--- src/rtl/flash_rd_pkg.sv ---
package flash_rd_pkg;

    localparam logic [7:0] CMD_READ_ARRAY   = 8'hFF;
    localparam logic [7:0] CMD_READ_STATUS  = 8'h70;
    localparam logic [7:0] CMD_WORD_PROG    = 8'h40;
    localparam logic [7:0] CMD_BLOCK_ERASE  = 8'h20;
    localparam logic [7:0] CMD_LOCK_SETUP   = 8'h60;
    localparam logic [7:0] CMD_CLEAR_STATUS = 8'h50;

    localparam int STAT_W = 8;
    localparam int ERR_N  = 4;

    typedef enum logic {
        MODE_ARRAY  = 1'b0,
        MODE_STATUS = 1'b1
    } rd_mode_e;

    typedef enum logic [1:0] {
        SEQ_IDLE,
        SEQ_PROG,
        SEQ_ERASE,
        SEQ_LOCK
    } seq_state_e;

    typedef struct packed {
        logic ready;
        logic erase_susp;
        logic erase_err;
        logic prog_err;
        logic vpp_err;
        logic prog_susp;
        logic lock_err;
        logic bufprog;
    } status_t;

    typedef struct packed {
        logic busy;
        logic erase_susp;
        logic prog_susp;
        logic bufprog;
    } live_flags_t;

    localparam status_t STATUS_RESET = 8'h80;

    // error vector order: [3] erase, [2] program, [1] supply, [0] lock
    function automatic status_t build_status(live_flags_t lf, logic [ERR_N-1:0] err);
        status_t s;
        s.ready      = ~lf.busy;
        s.erase_susp = lf.erase_susp;
        s.erase_err  = err[3];
        s.prog_err   = err[2];
        s.vpp_err    = err[1];
        s.prog_susp  = lf.prog_susp;
        s.lock_err   = err[0];
        s.bufprog    = lf.bufprog;
        return s;
    endfunction

    function automatic logic is_setup_code(logic [7:0] c);
        return (c == CMD_WORD_PROG) || (c == CMD_BLOCK_ERASE) || (c == CMD_LOCK_SETUP);
    endfunction

endpackage

--- src/rtl/flash_cmd_dec.sv ---
module flash_cmd_dec
    import flash_rd_pkg::*;
(
    input  logic     clk,
    input  logic     rst,
    input  logic     cmd_wr,
    input  logic [7:0] cmd_data,
    output rd_mode_e mode,
    output logic     clr_status
);

    seq_state_e seq_q, seq_d;
    rd_mode_e   mode_q, mode_d;

    always_comb begin
        seq_d      = seq_q;
        mode_d     = mode_q;
        clr_status = 1'b0;
        if (cmd_wr) begin
            if (seq_q != SEQ_IDLE) begin
                seq_d  = SEQ_IDLE;
                mode_d = MODE_STATUS;
            end else begin
                case (cmd_data)
                    CMD_READ_ARRAY:   mode_d = MODE_ARRAY;
                    CMD_READ_STATUS:  mode_d = MODE_STATUS;
                    CMD_WORD_PROG:    seq_d  = SEQ_PROG;
                    CMD_BLOCK_ERASE:  seq_d  = SEQ_ERASE;
                    CMD_LOCK_SETUP:   seq_d  = SEQ_LOCK;
                    CMD_CLEAR_STATUS: clr_status = 1'b1;
                    default:          ;
                endcase
            end
        end
    end

    always_ff @(posedge clk) begin
        if (rst) begin
            seq_q  <= SEQ_IDLE;
            mode_q <= MODE_ARRAY;
        end else begin
            seq_q  <= seq_d;
            mode_q <= mode_d;
        end
    end

    assign mode = mode_q;

    AST_STATUS_CMD: assert property (@(posedge clk) disable iff (rst)
        (cmd_wr && seq_q == SEQ_IDLE && cmd_data == CMD_READ_STATUS) |=> mode_q == MODE_STATUS);

    AST_ARRAY_CMD: assert property (@(posedge clk) disable iff (rst)
        (cmd_wr && seq_q == SEQ_IDLE && cmd_data == CMD_READ_ARRAY) |=> mode_q == MODE_ARRAY);

    AST_SEQ_DONE: assert property (@(posedge clk) disable iff (rst)
        (cmd_wr && seq_q != SEQ_IDLE) |=> (mode_q == MODE_STATUS && seq_q == SEQ_IDLE));

    AST_MODE_HOLD: assert property (@(posedge clk) disable iff (rst)
        (cmd_wr && seq_q == SEQ_IDLE && cmd_data != CMD_READ_ARRAY && cmd_data != CMD_READ_STATUS)
        |=> $stable(mode_q));

endmodule

--- src/rtl/flash_stat_reg.sv ---
module flash_stat_reg
    import flash_rd_pkg::*;
(
    input  logic              clk,
    input  logic              rst,
    input  live_flags_t       live,
    input  logic [ERR_N-1:0]  err_set,
    input  logic              clr,
    input  logic              latch,
    output status_t           snap
);

    logic [ERR_N-1:0] sticky_q;
    status_t          snap_q;

    for (genvar gi = 0; gi < ERR_N; gi++) begin : g_err
        always_ff @(posedge clk) begin
            if (rst)
                sticky_q[gi] <= 1'b0;
            else if (err_set[gi])
                sticky_q[gi] <= 1'b1;
            else if (clr)
                sticky_q[gi] <= 1'b0;
        end
    end

    always_ff @(posedge clk) begin
        if (rst)
            snap_q <= STATUS_RESET;
        else if (latch)
            snap_q <= build_status(live, sticky_q);
    end

    assign snap = snap_q;

    AST_SNAP_HOLD: assert property (@(posedge clk) disable iff (rst)
        !latch |=> $stable(snap_q));

    AST_CLEAR_ERRS: assert property (@(posedge clk) disable iff (rst)
        (clr && err_set == '0) |=> sticky_q == '0);

    AST_SET_WINS: assert property (@(posedge clk) disable iff (rst)
        (clr && err_set != '0) |=> ((sticky_q & $past(err_set)) == $past(err_set)));

endmodule

--- src/rtl/flash_rd_trig.sv ---
module flash_rd_trig (
    input  logic clk,
    input  logic rst,
    input  logic sync_mode,
    input  logic ce_n,
    input  logic oe_n,
    input  logic adv_n,
    output logic latch,
    output logic burst_start,
    output logic burst_abort
);

    logic ce_q, oe_q, adv_q;
    logic async_latch, sync_latch;

    always_ff @(posedge clk) begin
        if (rst) begin
            ce_q  <= 1'b1;
            oe_q  <= 1'b1;
            adv_q <= 1'b1;
        end else begin
            ce_q  <= ce_n;
            oe_q  <= oe_n;
            adv_q <= adv_n;
        end
    end

    // access begins: both strobes were idle, at least one now active
    assign async_latch = !sync_mode && ce_q && oe_q && !(ce_n && oe_n);
    assign sync_latch  = sync_mode && ((ce_q && !ce_n) || (adv_q && !adv_n));
    assign latch       = async_latch || sync_latch;
    assign burst_start = sync_mode && !ce_n && adv_q && !adv_n;
    assign burst_abort = ce_n;

    AST_NO_LATCH_IDLE: assert property (@(posedge clk) disable iff (rst)
        (ce_n && oe_n && adv_n) |-> !latch);

    AST_ASYNC_ONCE: assert property (@(posedge clk) disable iff (rst)
        (!sync_mode && !(ce_q && oe_q)) |-> !latch);

endmodule

--- src/rtl/flash_burst_ctr.sv ---
module flash_burst_ctr #(
    parameter int BURST_LEN = 8
) (
    input  logic clk,
    input  logic rst,
    input  logic start,
    input  logic abort,
    output logic active,
    output logic done
);

    localparam int CNT_W = (BURST_LEN > 1) ? $clog2(BURST_LEN) : 1;
    localparam logic [CNT_W-1:0] LAST = CNT_W'(BURST_LEN - 1);

    logic [CNT_W-1:0] cnt_q;
    logic             active_q, done_q;

    always_ff @(posedge clk) begin
        if (rst) begin
            cnt_q    <= '0;
            active_q <= 1'b0;
            done_q   <= 1'b0;
        end else begin
            done_q <= 1'b0;
            if (start) begin
                cnt_q    <= '0;
                active_q <= 1'b1;
            end else if (active_q) begin
                if (abort) begin
                    active_q <= 1'b0;
                end else if (cnt_q == LAST) begin
                    active_q <= 1'b0;
                    done_q   <= 1'b1;
                end else begin
                    cnt_q <= cnt_q + 1'b1;
                end
            end
        end
    end

    assign active = active_q;
    assign done   = done_q;

    AST_DONE_SINGLE: assert property (@(posedge clk) disable iff (rst)
        done_q |=> !done_q);

    AST_DONE_AFTER_ACTIVE: assert property (@(posedge clk) disable iff (rst)
        done_q |-> $past(active_q));

    AST_ABORT_NO_DONE: assert property (@(posedge clk) disable iff (rst)
        (active_q && abort && !start) |=> (!done_q && !active_q));

endmodule

--- src/rtl/flash_rdctl.sv ---
module flash_rdctl
    import flash_rd_pkg::*;
#(
    parameter int                DATA_W    = 16,
    parameter int                PAGE_W    = 2,
    parameter int                BURST_LEN = 8,
    parameter logic [DATA_W-1:0] PAGE_FILL = '1
) (
    input  logic              clk,
    input  logic              rst,
    input  logic              cmd_wr,
    input  logic [7:0]        cmd_data,
    input  logic              busy_in,
    input  logic              erase_susp_in,
    input  logic              prog_susp_in,
    input  logic              bufprog_in,
    input  logic              erase_err_set,
    input  logic              prog_err_set,
    input  logic              vpp_err_set,
    input  logic              lock_err_set,
    input  logic              sync_mode,
    input  logic              ce_n,
    input  logic              oe_n,
    input  logic              adv_n,
    input  logic [PAGE_W-1:0] page_idx,
    input  logic [DATA_W-1:0] array_data,
    output logic [DATA_W-1:0] data_out,
    output logic              status_mode,
    output logic              burst_active,
    output logic              burst_done
);

    localparam int PAD_W = DATA_W - STAT_W;

    rd_mode_e         mode;
    logic             clr_status;
    logic             latch, burst_start, burst_abort;
    status_t          snap;
    live_flags_t      live;
    logic [ERR_N-1:0] err_set;
    logic [DATA_W-1:0] status_word;
    logic             filler_sel;

    assign live    = '{busy: busy_in, erase_susp: erase_susp_in,
                       prog_susp: prog_susp_in, bufprog: bufprog_in};
    assign err_set = {erase_err_set, prog_err_set, vpp_err_set, lock_err_set};

    flash_cmd_dec u_cmd (
        .clk        (clk),
        .rst        (rst),
        .cmd_wr     (cmd_wr),
        .cmd_data   (cmd_data),
        .mode       (mode),
        .clr_status (clr_status)
    );

    flash_rd_trig u_trig (
        .clk         (clk),
        .rst         (rst),
        .sync_mode   (sync_mode),
        .ce_n        (ce_n),
        .oe_n        (oe_n),
        .adv_n       (adv_n),
        .latch       (latch),
        .burst_start (burst_start),
        .burst_abort (burst_abort)
    );

    flash_stat_reg u_stat (
        .clk     (clk),
        .rst     (rst),
        .live    (live),
        .err_set (err_set),
        .clr     (clr_status),
        .latch   (latch),
        .snap    (snap)
    );

    flash_burst_ctr #(.BURST_LEN(BURST_LEN)) u_burst (
        .clk    (clk),
        .rst    (rst),
        .start  (burst_start),
        .abort  (burst_abort),
        .active (burst_active),
        .done   (burst_done)
    );

    assign status_word = {{PAD_W{1'b0}}, snap};
    assign filler_sel  = !sync_mode && (page_idx != '0);

    always_comb begin
        if (mode == MODE_ARRAY)
            data_out = array_data;
        else if (filler_sel)
            data_out = PAGE_FILL;
        else
            data_out = status_word;
    end

    assign status_mode = (mode == MODE_STATUS);

    AST_BURST_WORD_STABLE: assert property (@(posedge clk) disable iff (rst)
        (burst_active && status_mode && !latch && !cmd_wr) |=> $stable(data_out));

    AST_RESET_IDLE: assert property (@(posedge clk)
        $past(rst) |-> (!status_mode && !burst_active && !burst_done));

endmodule

--- config.mk ---
export PLATFORM = sky130hd
export DESIGN_NAME = flash_rdctl
export DESIGN_NICKNAME = d
export VERILOG_FILES = /design/src/rtl/flash_rd_pkg.sv /design/src/rtl/flash_cmd_dec.sv /design/src/rtl/flash_stat_reg.sv /design/src/rtl/flash_rd_trig.sv /design/src/rtl/flash_burst_ctr.sv /design/src/rtl/flash_rdctl.sv
export SDC_FILE = /design/constraint.sdc
export NUM_CORES = 1
export LEC_CHECK = 0
export ABC_AREA = 1
export CAP_MARGIN = 10
export CORE_ASPECT_RATIO = 1.4
export CORE_MARGIN = 5
export CORE_UTILIZATION = 42
export DETAILED_ROUTE_END_ITERATION = 10
export GPL_TIMING_DRIVEN = 0
export PLACE_DENSITY = 0.85
export SETUP_SLACK_MARGIN = 0.1
export SKIP_LAST_GASP = 1
export SLEW_MARGIN = 20
export SYNTH_ARGS = -nofsm -noshare
export SYNTH_HDL_FRONTEND = slang
export SYNTH_SLANG_ARGS = --single-unit
--- constraint.sdc ---
create_clock -name clk -period 2.1 [get_ports clk]
set_input_delay 0.42 -clock clk [delete_from_list [all_inputs] [get_ports clk]]
set_output_delay 0.42 -clock clk [all_outputs]
set_load 0.05 [all_outputs]
==> flow_metrics.env <==
export IMPL_finalClockSkew_ns=0.0136
export IMPL_post_drt_wl_per_cell_um=11.0
export IMPL_cts_tree="done"
export IMPL_criticalPathCategory="flop to output pin"
export IMPL_detail_route_antenna_nets=0
export IMPL_via_per_inst=4.77
export IMPL_grt_max_degree=14
export IMPL_initial_utilization=0.440
export IMPL_synth_seq_cells=23
export IMPL_clockBufferDepth=2
export IMPL_grt_pass1_vias=1149
export IMPL_finalSetupViolCount=0
export IMPL_switching_share=0.315
export IMPL_synth_top_cell_area_share=0.391
export IMPL_drtPass1Iterations=4
export IMPL_grt_pass1_wl_um=4690
export IMPL_cp_arrival_ns=1.43
export IMPL_syn_nets=217
export IMPL_cts_buffers=3
export IMPL_crit_chain="clkdlybuf4s50_1"
export IMPL_die_h_um=72.6
export IMPL_dp_hpwl_um=2400
export IMPL_insertion_delay_ns=0.30
export IMPL_cts_root_buf="clkbuf_4"
export IMPL_utilization=0.690
export IMPL_dr_first_iter_drc_count=13
export IMPL_syn_area_um2=1180
export IMPL_finalSetupTns_ns=0
export IMPL_io_pins=60
export IMPL_final_hold_viol_count=0
export IMPL_coreArea_um2=2670
export IMPL_seqPwrFrac=0.494
export IMPL_antenna_found_initial=0
export IMPL_crit_family="buffers and inverters"
export IMPL_cts_num_sinks=23
export IMPL_grt_usage=0.151
export IMPL_critPathLaunchType="flop"
export IMPL_placementRows=22
export IMPL_hold_class="input port to flop"
export IMPL_avgSynthCellArea_um2=6.76
export IMPL_critPathCaptureType="output pin"
export IMPL_nets=281
export IMPL_fmax_mhz=541
export IMPL_power_density_nw_per_um2=523
export IMPL_max_stage_delay_ns=0.79
export IMPL_final_cell_mix="clkdlybuf4s50_1, inv_1, o21ai_0"
export IMPL_grt_busiest_layer="met2"
export IMPL_cts_setup_buffers=0
export IMPL_synth_ff_type="dfxtp_1"
export IMPL_drc=0
export IMPL_via_count=1301
export IMPL_port_buffers=58
export IMPL_grtUsageMet1=0.165
export IMPL_antennaDiodeCount=0
export IMPL_critical_path_slowest_cell="clkdlybuf4s50_1"
export IMPL_internal_power_w=0.000660
export IMPL_final_max_slew_viol_count=0
export IMPL_grt_overflow=0
export IMPL_placed_cell_area_um2=1800
export IMPL_ys_seq_area_frac=0.391
export IMPL_ir_drop_uv=543
export IMPL_use_met3=0.0348
export IMPL_crit_fanout=1
export IMPL_p_clk_frac=0.202
export IMPL_ctsHoldBuffers=0
export IMPL_rsz0062_at_grt="no"
export IMPL_status="finished clean"
export IMPL_synth_edff_count=0
export IMPL_combinationalPowerShare=0.304
export IMPL_layout_drive_gt1_share=0.173
export IMPL_gp_congestion=0.847
export IMPL_worst_slew_pin_slew_ns=0.501
export IMPL_wirelength_um=3010
export IMPL_leakage_nw=0.906
export IMPL_max_cap_violations=0
export IMPL_globalRouteMet2Util=0.274
export IMPL_syn_to_final_growth_pct=56.7
export IMPL_yosysWarnings=0
export IMPL_clk_pin_slew_ns=0.13
export IMPL_synth_largest_area_cell="dfxtp_1"
export IMPL_synth_distinct_cells=25
export IMPL_design_area_um2=1840
export IMPL_crit_required_ns=1.68
export IMPL_h_tree_depth=1
export IMPL_period_needed_ns=1.85
export IMPL_period_share=0.880
export IMPL_maxSlewHeadroom=0.665
export IMPL_fp_dieArea_um2=3970
export IMPL_switchingPower_w=0.000304
export IMPL_syn_inst=174
export IMPL_path_buf_inv=1
export IMPL_die_x_um=54.7
export IMPL_layout_commonest_cell="clkdlybuf4s50_1"
export IMPL_power_w=0.000964
export IMPL_synthArstFlopShare=0
export IMPL_synth_area_leaders="dfxtp_1, o21ai_0, inv_1"
[power by group through the flow]
stage	Combinational (W)	Clock (W)	Sequential (W)
2_1_floorplan	0.000151	0	0.000484
3_3_place_gp	0.000288	0	0.000485
3_5_place_dp	0.000291	0	0.000485
4_1_cts	0.000291	0.000199	0.000475
5_1_grt	0.000317	0.000218	0.000479
6_report	0.000294	0.000195	0.000476
[kinds of logic (layout without fill, tap and decap cells)]
kind of cell               after synthesis  in the layout  share of synthesized area
and+or+nand+nor                         69             70                      0.271
AOI/OAI and AO/OA                       44             44                      0.190
buffers and inverters                   35             97                      0.118
DFF                                     23             23                      0.391
adders and majority gates                2              2                     0.0213
xor gates and xnor gates                 1              1                    0.00745
[cell type report]
cell class | instances | area, um2
clock buffer | 3 | 22.5
tap | 36 | 45.0
multi-input combinational | 117 | 611
timing repair buffer | 58 | 557
buffer | 4 | 22.5
fill | 238 | 827
sequential | 23 | 462
clock inverter | 1 | 5.00
inverter | 31 | 119
[synth_stat cells (2+ instances only)]
| cell type | count |
|---|---|
| nor2_2 | 2 |
| inv_2 | 2 |
| nand3_1 | 4 |
| a21oi_1 | 9 |
| inv_1 | 28 |
| nand2_2 | 2 |
| ha_1 | 2 |
| clkbuf_1 | 2 |
| o21ai_0 | 33 |
| dfxtp_1 | 23 |
| nor2_1 | 27 |
| nand4_1 | 5 |
| nand2_1 | 23 |
[path summary, 6_finish.rpt]
| kind | slack, ns | from | cells after the start | to |
|---|---|---|---|---|
| worst max-delay path | 0.25 | u_burst.done | 1 | burst_done |
| worst min-delay path | 0.37 | rst | 2 | u_burst.active |
| worst max register to register | 0.79 | u_burst.cnt_q[0] | 6 | u_burst.cnt_q[0] |
| worst min register to register | 0.47 | u_stat.snap[7] | 2 | u_stat.snap[7] |
[routing by layer]
metal	wire length [um]	part of all wire
met5	0	0
met4	37	0.012
met3	308	0.10
met2	1480	0.49
met1	1180	0.39
[per-stage QoR]
step                worst slack (ns)  hold slack, ns  std cells
floorplan                     -0.188           0.424        174
finish                         0.251           0.372        273
CTS                           0.0642           0.374        273
detailed placement            -0.865           0.444        268
global placement              -0.832           0.435        268
global route                   0.201           0.382        273
[what timing repair did]
| item | in CTS | in global routing |
|---|---|---|
| pin swaps | 1 | 2 |
| cloned | 1 | 0 |
| resized for setup | 120 | 17 |
| setup endpoints to repair | 17 | 17 |
[flip-flops by register name, indices dropped and copies added, names as in the netlist]
name,flops
u_burst.active,1
u_burst.cnt_q,3
u_burst.done,1
u_cmd.mode,1
u_cmd.seq_q,2
u_stat.snap,8
u_stat.sticky_q,4
u_trig.adv_q,1
u_trig.ce_q,1
u_trig.oe_q,1
Note: power is estimated with default switching activity, not from simulation.
